**src/rtl/ssp_pkg.sv**
```systemverilog
package ssp_pkg;
    localparam int unsigned BYTE_W = 8;
    localparam int unsigned CNT_W  = $clog2(BYTE_W);
    localparam int unsigned SEL_W  = 3;
    localparam int unsigned HALF_W = (1 << SEL_W) + 1;
    localparam int unsigned QUAL_N = 3;

    typedef enum logic {
        XS_IDLE = 1'b0,
        XS_RUN  = 1'b1
    } xfer_state_e;

    typedef struct packed {
        logic             enable;
        logic             ext_clk;
        logic             wait_rdy;
        logic             low_act;
        logic [SEL_W-1:0] div_sel;
    } port_cfg_t;

    // half period of the internal serial clock in system clocks
    function automatic logic [HALF_W-1:0] half_period(input logic [SEL_W-1:0] sel);
        return HALF_W'(2) << sel;
    endfunction
endpackage

```
**src/rtl/ssp_sync.sv**
```systemverilog
module ssp_sync #(
    parameter int unsigned  W       = 2,
    parameter logic [W-1:0] RST_VAL = '0
) (
    input  logic         clk,
    input  logic         rst,
    input  logic [W-1:0] d,
    output logic [W-1:0] q
);
    logic [W-1:0] meta;

    always_ff @(posedge clk) begin
        if (rst) begin
            meta <= RST_VAL;
            q    <= RST_VAL;
        end else begin
            meta <= d;
            q    <= meta;
        end
    end
endmodule

```
**src/rtl/ssp_tickgen.sv**
```systemverilog
module ssp_tickgen
    import ssp_pkg::*;
(
    input  logic             clk,
    input  logic             rst,
    input  logic             en,
    input  logic [SEL_W-1:0] div_sel,
    output logic             tick
);
    logic [HALF_W-1:0] cnt;
    logic [HALF_W-1:0] reload;

    assign reload = half_period(div_sel) - HALF_W'(1);

    always_ff @(posedge clk) begin
        if (rst || !en)          cnt <= reload;
        else if (cnt == '0)      cnt <= reload;
        else                     cnt <= cnt - HALF_W'(1);
    end

    assign tick = en && (cnt == '0);


    tick_gap_chk: assert property (@(posedge clk) disable iff (rst)
        tick |=> !tick);
endmodule

```
**src/rtl/ssp_qual.sv**
```systemverilog
module ssp_qual
    import ssp_pkg::*;
(
    input  logic clk,
    input  logic rst,
    input  logic clear,
    input  logic tick,
    input  logic level,
    output logic qualified
);
    localparam int unsigned QW = $clog2(QUAL_N + 1);
    logic [QW-1:0] run_len;

    always_ff @(posedge clk) begin
        if (rst || clear) begin
            run_len <= '0;
        end else if (tick) begin
            if (!level)                        run_len <= '0;
            else if (run_len != QW'(QUAL_N))   run_len <= run_len + QW'(1);
        end
    end

    assign qualified = (run_len == QW'(QUAL_N));


    qual_rise_chk: assert property (@(posedge clk) disable iff (rst)
        $rose(qualified) |-> ($past(tick) && $past(level)));
endmodule

```
**src/rtl/ssp_shifter.sv**
```systemverilog
module ssp_shifter
    import ssp_pkg::*;
(
    input  logic              clk,
    input  logic              rst,
    input  logic              load,
    input  logic [BYTE_W-1:0] load_data,
    input  logic              fall,
    input  logic              rise,
    input  logic              sin,
    output logic              sout,
    output logic [BYTE_W-1:0] rx_data,
    output logic              last_rise
);
    logic [BYTE_W-1:0] sr;
    logic [CNT_W-1:0]  bitcnt;

    assign last_rise = rise && (bitcnt == CNT_W'(BYTE_W - 1));

    always_ff @(posedge clk) begin
        if (rst) begin
            sr      <= '0;
            bitcnt  <= '0;
            sout    <= 1'b1;
            rx_data <= '0;
        end else if (load) begin
            sr     <= load_data;
            bitcnt <= '0;
        end else begin
            if (fall) sout <= sr[0];
            if (rise) begin
                sr     <= {sin, sr[BYTE_W-1:1]};
                bitcnt <= bitcnt + CNT_W'(1);
                if (last_rise) rx_data <= {sin, sr[BYTE_W-1:1]};
            end
        end
    end


    sout_rise_stable_chk: assert property (@(posedge clk) disable iff (rst)
        (rise && !load) |=> $stable(sout));
endmodule

```
**src/rtl/ssp_port.sv**
```systemverilog
module ssp_port
    import ssp_pkg::*;
(
    input  logic              clk,
    input  logic              rst,
    input  logic              cfg_enable,
    input  logic              cfg_ext_clk,
    input  logic              cfg_wait_rdy,
    input  logic              cfg_low_act,
    input  logic [SEL_W-1:0]  cfg_div_sel,
    input  logic              wr_en,
    input  logic [BYTE_W-1:0] wr_data,
    output logic [BYTE_W-1:0] rd_data,
    output logic              xfer_flag,
    output logic              done,
    input  logic              sclk_in,
    output logic              sclk_out,
    output logic              sout,
    input  logic              sin,
    input  logic              srdy_in,
    output logic              srdy_out,
    output logic              sbusy_out
);
    port_cfg_t   cfg;
    xfer_state_e st;
    logic        pending, sclk_q, done_q, line_prev;
    logic [1:0]  pin_s;
    logic        line_clk, rdy_act, int_mode, ext_mode, idle, running;
    logic        tick, qualified, go_int, go_ext, start;
    logic        fall_ev, rise_ev, wr_take, finish;

    assign cfg = '{enable: cfg_enable, ext_clk: cfg_ext_clk, wait_rdy: cfg_wait_rdy,
                   low_act: cfg_low_act, div_sel: cfg_div_sel};

    ssp_sync #(.W(2), .RST_VAL(2'b10)) u_sync (
        .clk(clk), .rst(rst), .d({sclk_in, srdy_in}), .q(pin_s)
    );

    assign line_clk = pin_s[1];
    assign rdy_act  = pin_s[0] ^ cfg.low_act;
    assign int_mode = cfg.enable && !cfg.ext_clk;
    assign ext_mode = cfg.enable &&  cfg.ext_clk;
    assign idle     = (st == XS_IDLE);
    assign running  = (st == XS_RUN);

    ssp_tickgen u_tick (
        .clk(clk), .rst(rst), .en(int_mode), .div_sel(cfg.div_sel), .tick(tick)
    );

    ssp_qual u_qual (
        .clk(clk), .rst(rst), .clear(!int_mode || !cfg.wait_rdy),
        .tick(tick), .level(rdy_act), .qualified(qualified)
    );

    assign go_int  = int_mode && idle && pending && tick && (!cfg.wait_rdy || qualified);
    assign go_ext  = ext_mode && idle && pending && rdy_act;
    assign start   = go_int || go_ext;
    assign fall_ev = go_int
                   || (int_mode && running && tick && sclk_q)
                   || (ext_mode && running && line_prev && !line_clk);
    assign rise_ev = (int_mode && running && tick && !sclk_q)
                   || (ext_mode && running && !line_prev && line_clk);
    assign wr_take = cfg.enable && wr_en && idle && !start;

    ssp_shifter u_shift (
        .clk(clk), .rst(rst), .load(wr_take), .load_data(wr_data),
        .fall(fall_ev), .rise(rise_ev), .sin(sin),
        .sout(sout), .rx_data(rd_data), .last_rise(finish)
    );

    always_ff @(posedge clk) begin
        if (rst) begin
            st        <= XS_IDLE;
            pending   <= 1'b0;
            sclk_q    <= 1'b1;
            done_q    <= 1'b0;
            line_prev <= 1'b1;
        end else begin
            line_prev <= line_clk;
            done_q    <= finish;
            if (!cfg.enable) begin
                st      <= XS_IDLE;
                pending <= 1'b0;
                sclk_q  <= 1'b1;
            end else begin
                if (wr_take) pending <= 1'b1;
                if (start) begin
                    pending <= 1'b0;
                    st      <= XS_RUN;
                end
                if (int_mode && fall_ev) sclk_q <= 1'b0;
                if (int_mode && rise_ev) sclk_q <= 1'b1;
                if (finish) st <= XS_IDLE;
            end
        end
    end

    assign sclk_out  = sclk_q;
    assign srdy_out  = pending ^ cfg.low_act;
    assign sbusy_out = running ^ cfg.low_act;
    assign xfer_flag = running;
    assign done      = done_q;


    init_hold_chk: assert property (@(posedge clk) disable iff (rst)
        !cfg_enable |=> (xfer_flag == 1'b0 && sclk_out == 1'b1));

    start_clears_ready_chk: assert property (@(posedge clk) disable iff (rst)
        $rose(xfer_flag) |-> (srdy_out == cfg_low_act));

    done_single_chk: assert property (@(posedge clk) disable iff (rst)
        done |=> !done);

    done_after_run_chk: assert property (@(posedge clk) disable iff (rst)
        done |-> ($past(xfer_flag) && !xfer_flag));

    write_in_run_chk: assert property (@(posedge clk) disable iff (rst)
        (xfer_flag && wr_en) |=> (srdy_out == cfg_low_act));
endmodule

```
**config.mk**
```make
export PLATFORM = sky130hd
export DESIGN_NAME = ssp_port
export DESIGN_NICKNAME = d
export VERILOG_FILES = /design/src/rtl/ssp_pkg.sv /design/src/rtl/ssp_sync.sv /design/src/rtl/ssp_tickgen.sv /design/src/rtl/ssp_qual.sv /design/src/rtl/ssp_shifter.sv /design/src/rtl/ssp_port.sv
export SDC_FILE = /design/constraint.sdc
export NUM_CORES = 1
export LEC_CHECK = 0
export CORE_MARGIN = 3
export CORE_UTILIZATION = 47
export CTS_CLUSTER_DIAMETER = 40
export DETAILED_ROUTE_END_ITERATION = 16
export PLACE_DENSITY = 0.75
export SLEW_MARGIN = 30
export SYNTH_ARGS = -nofsm -noshare
export SYNTH_HDL_FRONTEND = slang
export SYNTH_SLANG_ARGS = --single-unit
```
**constraint.sdc**
```tcl
create_clock -name clk -period 2.1 [get_ports clk]
set_clock_uncertainty 0.05 [all_clocks]
set_input_delay 0.63 -clock clk [delete_from_list [all_inputs] [get_ports clk]]
set_output_delay 0.63 -clock clk [all_outputs]
set_load 0.01 [all_outputs]
```
* After elaboration in Yosys (flattened, before gate mapping)
Index checks and enable logic that the tools add are counted.
** Word-level totals
- Register bits :: 40
- Input bits :: 21
- Output and inout bits :: 14
- Logic and storage cells :: 83
** Operators by class
- $add $sub $neg :: 4
- Equality and inequality tests :: 4
- Shift-type cells :: 1
- Multiplexer cells :: 6
- Bitwise gates (word level) :: 6
- Reduce and logical (&&, ||, !) cells :: 49
** Operators by type and width (count)
- 1-bit logical AND :: 25
- 9-bit 2-to-1 mux :: 2
- 9-bit by 1-bit subtractor with 9-bit output, second input constant :: 2
- 8-bit 2-to-1 mux :: 2
- 9-bit logical NOT :: 1
- 3-bit OR reduction :: 3
- 2-bit by 3-bit << shifter with 9-bit output, first input constant :: 1
- 1-bit logical OR :: 8
- 1-bit logical NOT :: 7
- 2-bit 2-to-1 mux :: 2
- 2-bit AND reduction :: 2
- 3-bit by 1-bit adder with 3-bit output, second input constant :: 1
- 3-bit == test, second input constant :: 1
- 1-bit inverter :: 3
- 3-bit AND reduction :: 1
- 1-bit XOR :: 3
- 2-bit by 1-bit adder with 2-bit output, second input constant :: 1
- 2-bit == test, second input constant :: 1
- 2-bit by 1-bit inequality test with 1-bit output, second input constant :: 1
- 2-bit inequality test, second input constant :: 1
- 2-bit nonzero test :: 1
- 2-bit OR reduction :: 1

* Longest topological paths before layout
- Depth in word-level cells :: 11
- Depth in mapped cells :: 8
- Depth with buffers taken out :: 7

* Hierarchy
A second synthesis with hierarchy kept.
** Unflattened totals
- Cell total of the unflattened synthesis :: 203
- Area, all modules :: 1979.4 µm²
** By module, submodules not included
- ssp_shifter :: instances 1, cells an instance 88, area an instance 925.9 µm², sequential area each 400.4 µm²
- ssp_tickgen :: instances 1, cells an instance 58, area an instance 511.7 µm², sequential area each 180.2 µm²
- ssp_port :: instances 1, cells an instance 38, area an instance 324.1 µm², sequential area each 100.1 µm²
- ssp_qual :: instances 1, cells an instance 11, area an instance 112.6 µm², sequential area each 40.0 µm²
- ssp_sync :: instances 1, cells an instance 8, area an instance 105.1 µm², sequential area each 80.1 µm²

* Worst setup path before layout
Ideal clock, no wire load.
- Path kind :: flip-flop to flip-flop
- Start point :: reg u_tick.cnt[0]
- End point :: reg u_shift.sr[6]
- Setup time :: 0.140 ns
- Arrival :: 1.651 ns
- Data required time :: 1.910 ns
- Path slack :: 0.259 ns
- Cell stages (with the launch flop) :: 9
- Path buffers :: 1
- Period minus slack after synthesis :: 1.841 ns
- Cells stage by stage :: dfxtp_1 inv_1 ha_1 nor3b_2 nand3_4 o211a_1 buf_6 a21oi_2 a211oi_2
** Between the ends
- Cells in the longest elaborated chain, start to end :: 8
- Elaborated cells on any way between the ends :: 12
- Classes of those cells :: mux (1); reduce/logical (11)
** RTL lines
- start, declared :: line ssp_tickgen.sv:10 : logic [HALF_W-1:0] cnt;
- start signal, assigned :: line ssp_tickgen.sv:16 : if (rst || !en) cnt <= reload;
- start signal, assigned :: line ssp_tickgen.sv:17 : else if (cnt == '0) cnt <= reload;
- start signal, assigned :: line ssp_tickgen.sv:18 : else cnt <= cnt - HALF_W'(1);
- 9-bit logical NOT * :: line ssp_tickgen.sv:21 : assign tick = en && (cnt == '0);
- 1-bit logical AND * :: line ssp_tickgen.sv:21
- 1-bit logical AND (2 in a row) :: line ssp_port.sv:55 : assign go_int = int_mode && idle && pending && tick && (!cfg.wait_rdy || qualified);
- 1-bit logical OR :: line ssp_port.sv:57 : assign start = go_int || go_ext;
- 1-bit logical NOT :: line ssp_port.sv:63 : assign wr_take = cfg.enable && wr_en && idle && !start;
- 1-bit logical AND :: line ssp_port.sv:63
- 8-bit 2-to-1 mux or 2-bit nonzero test (tied branches)
- end signal, assigned :: line ssp_shifter.sv:27 : sr <= load_data;
- end signal, assigned :: line ssp_shifter.sv:32 : sr <= {sin, sr[BYTE_W-1:1]};
- end, declared :: line ssp_shifter.sv:15 : logic [BYTE_W-1:0] sr;
Mark *: on every way between the ends. The rest lies on a longest branch, timed or not.
A chain may end at the register's enable or synchronous reset.

* Worst setup path after layout
- Start point :: in cfg_low_act
- End point :: out srdy_out
** Between the ends
- Cells in the longest elaborated chain, start to end :: 1
** RTL lines
- start, declared :: line ssp_port.sv:9 : input logic cfg_low_act,
- 1-bit XOR :: line ssp_port.sv:99 : assign srdy_out = pending ^ cfg.low_act;
- end, declared :: line ssp_port.sv:21 : output logic srdy_out,
Every way passes these cells.

==> impl_metrics.json <==
{
  "cts.clk_slew.worst_paths_ns": 0.07,
  "worstMarginPinSlew_ns": 0.472,
  "ys_warn_count": 0,
  "cts_tree": "yes",
  "startpoint_type": "primary input",
  "status": "finished clean",
  "io_buffers": 34,
  "synth_area_leader_cell": "dfxtp_1",
  "crit_arrival_ns": 1.30,
  "cp-end-kind": "primary output",
  "antennaDiodeCount": 0,
  "worstPathRequired_ns": 1.42,
  "fmax_mhz": 504,
  "maxCapViolCount": 0,
  "rsz0062_at_grt": "no",
  "hpwl_mm": 2.77,
  "ys_top_cells_by_area": "dfxtp_1 42%, mux2i_1 6.3%, nor2_1 4.7%",
  "finalCriticalPeriod_ns": 1.98,
  "gp_congestion": 0.784,
  "cts_sinks": 40,
  "die_w_um": 69.6,
  "hold-worst-slack_ns": 0.372,
  "core_area_um2": 3770,
  "drt_first_pass_iters": 4,
  "grt_pass1_vias": 1476,
  "post_cts_buffers": 0,
  "fp.dieH_um": 69.6,
  "setup_viol": 0,
  "insertion_delay_ns": 0.28,
  "drt-vias-per-instance": 5.05,
  "numCtsBuffers": 5,
  "finalPower_mw": 1.46,
  "routed_wl_mm": 3.67,
  "syn_inst": 202,
  "wire_per_inst_um": 12.0,
  "clock_tree.root_cell": "clkbuf_8",
  "areaGrowthSynthToFinish_pct": 33.4,
  "hold_class": "reg2reg",
  "overflow": 0,
  "period_share": 0.944,
  "synth-seq-cells": 40,
  "vias": 1546,
  "synthDistinctLibCells": 43,
  "drc": 0,
  "path_class": "in2out",
  "finalHoldViolCount": 0,
  "ir_drop_v": 0.000366,
  "final_layout_size_suffix_gt1_frac": 0.233,
  "cp_max_fo": 3,
  "leakagePower_nw": 1.07,
  "slew_headroom": 0.685,
  "syn_avg_cell_area_um2": 9.41,
  "drt_iter0_markers": 51,
  "slew_violations": 0,
  "die-area_um2": 4850,
  "initial_core_util": 0.504,
  "layout.nets": 284,
  "p_per_area_nw_per_um2": 576,
  "ctsHoldBuffers": 0,
  "synth_top_area_share": 0.421,
  "io_pins": 35,
  "grt_first_pass_wirelength_mm": 6.46,
  "ant_nets": 0,
  "h-tree-depth": 2,
  "syn_nets": 228,
  "grt_usage": 0.160,
  "ys_seq_area_frac": 0.421,
  "grt_max_degree": 28,
  "synth_area_um2": 1900,
  "antenna_found_initial": 0,
  "std_cell_rows": 22,
  "cts.path.max_buffers": 2
}
==> flip-flops by register name (all words and copies together) (netlist names) <==
signal and count:
u_tick.cnt 9, u_shift.rx_data 8, u_shift.sr 8, u_shift.bitcnt 3, u_qual.run_len 2, u_sync.meta 2, u_sync.q 2, done 1
line_prev 1, pending 1, sclk_out 1, u_shift.sout 1, xfer_flag 1
==> cell usage in the layout (no fill, tap or decap), types with 4 or more instances in the layout <==
master,instances
buf_4,23
mux2i_1,12
xnor2_1,4
ha_1,5
nand2_1,11
o22ai_1,4
clkbuf_8,5
o21ai_0,6
dfxtp_1,39
inv_1,5
xor2_1,7
a21oi_1,9
nor2_1,24
clkdlybuf4s50_1,29
nor3_2,5
nor2b_1,6
nor3b_1,4
or2_2,4
nand3_1,5
nor3_1,9
==> report_power, final <==
part / switching (mW) / total, mW / internal, mW
Sequential: 0.0274 / 0.814 / 0.787
Clock: 0.244 / 0.469 / 0.225
Combinational: 0.0761 / 0.180 / 0.104
Total: 0.348 / 1.46 / 1.11
==> cell usage after synthesis (all sizes together) <==
library cell / number
o211a: 1
mux2i: 12
nand3b: 1
ha: 5
nor3b: 6
a211oi: 2
nand4: 2
xnor2: 4
xor2: 7
o211ai: 1
nand2: 13
o21ai: 8
a41oi: 1
a21o: 2
nor2: 24
or2: 4
a22oi: 3
o22ai: 4
and3: 2
nor4: 2
inv: 5
clkbuf: 5
o31a: 1
nand2b: 1
or4: 1
buf: 5
a21bo: 1
nor3: 14
a31oi: 2
nor2b: 6
dfxtp: 40
nand3: 6
a21oi: 10
and2: 1
==> cell families (layout without fill, tap and decap cells) <==
family,after synthesis,count (layout),share of synthesized area
multiplexers,12,12,0.0632
adder cells (fa/ha/maj),5,5,0.0329
buffers and inverters,15,71,0.0428
AO/OA/AOI/OAI,36,36,0.140
XOR/XNOR,11,11,0.0507
flip-flops,40,40,0.421
AND/OR/NAND/NOR,83,83,0.249
==> critical path, cell delays in order <==
cell and delay, ns:
dlygate4sd2_1 0.26, xor2_1 0.17, clkdlybuf4s15_2 0.24
==> final cells by class <==
cell class              instances  area, um^2
clock buffers                   5        68.8
clock inverters                 2        12.5
fillers                       337        1230
inverters                       5        18.8
multi-input cells             147        1030
flip-flops and latches         40         802
well taps                      48        60.1
repair buffers                 59         542
==> per-layer routing <==
| metal | global-route usage | vias to the layer above | share of wire |
|---|---|---|---|
| met5 | 0 | - | 0 |
| met4 | 0.0383 | 0 | 0.0046 |
| met3 | 0.0449 | 2 | 0.041 |
| met2 | 0.258 | 25 | 0.46 |
| met1 | 0.211 | 704 | 0.49 |
| li1 | - | 815 | - |
==> path summary, 6_finish.rpt <==
| kind | startpoint | to | slack (ns) | cells past startpoint |
|---|---|---|---|---|
| max | cfg_low_act | srdy_out | 0.12 | 3 |
| min reg2reg | u_sync.meta[1] | u_sync.q[1] | 0.37 | 1 |
| min | u_sync.meta[1] | u_sync.q[1] | 0.37 | 1 |
| max reg2reg | u_tick.cnt[0] | u_shift.sr[0] | 0.26 | 9 |
==> stage by stage <==
| step | setup WS (ns) | area (um^2) | cells | util | setup TNS (ns) |
|---|---|---|---|---|---|
| 4_1_cts | 0.000887 | 2510 | 306 | 0.666 | 0 |
| 5_1_grt | 0.0408 | 2540 | 306 | 0.673 | 0 |
| 3_5_place_dp | -0.456 | 2430 | 299 | 0.644 | -7.64 |
| 3_3_place_gp | -0.427 | 2430 | 299 | 0.644 | -7.08 |
| 2_1_floorplan | 0.259 | 1900 | 202 | - | 0 |
| 6_report | 0.117 | 2540 | 306 | 0.673 | 0 |
==> timing repair <==
item | in CTS | in global routing
resized for setup | 9 | 10
pin swaps | 0 | 3
endpoints found under the setup margin | 18 | 20
(Power assumes the default switching activity.)
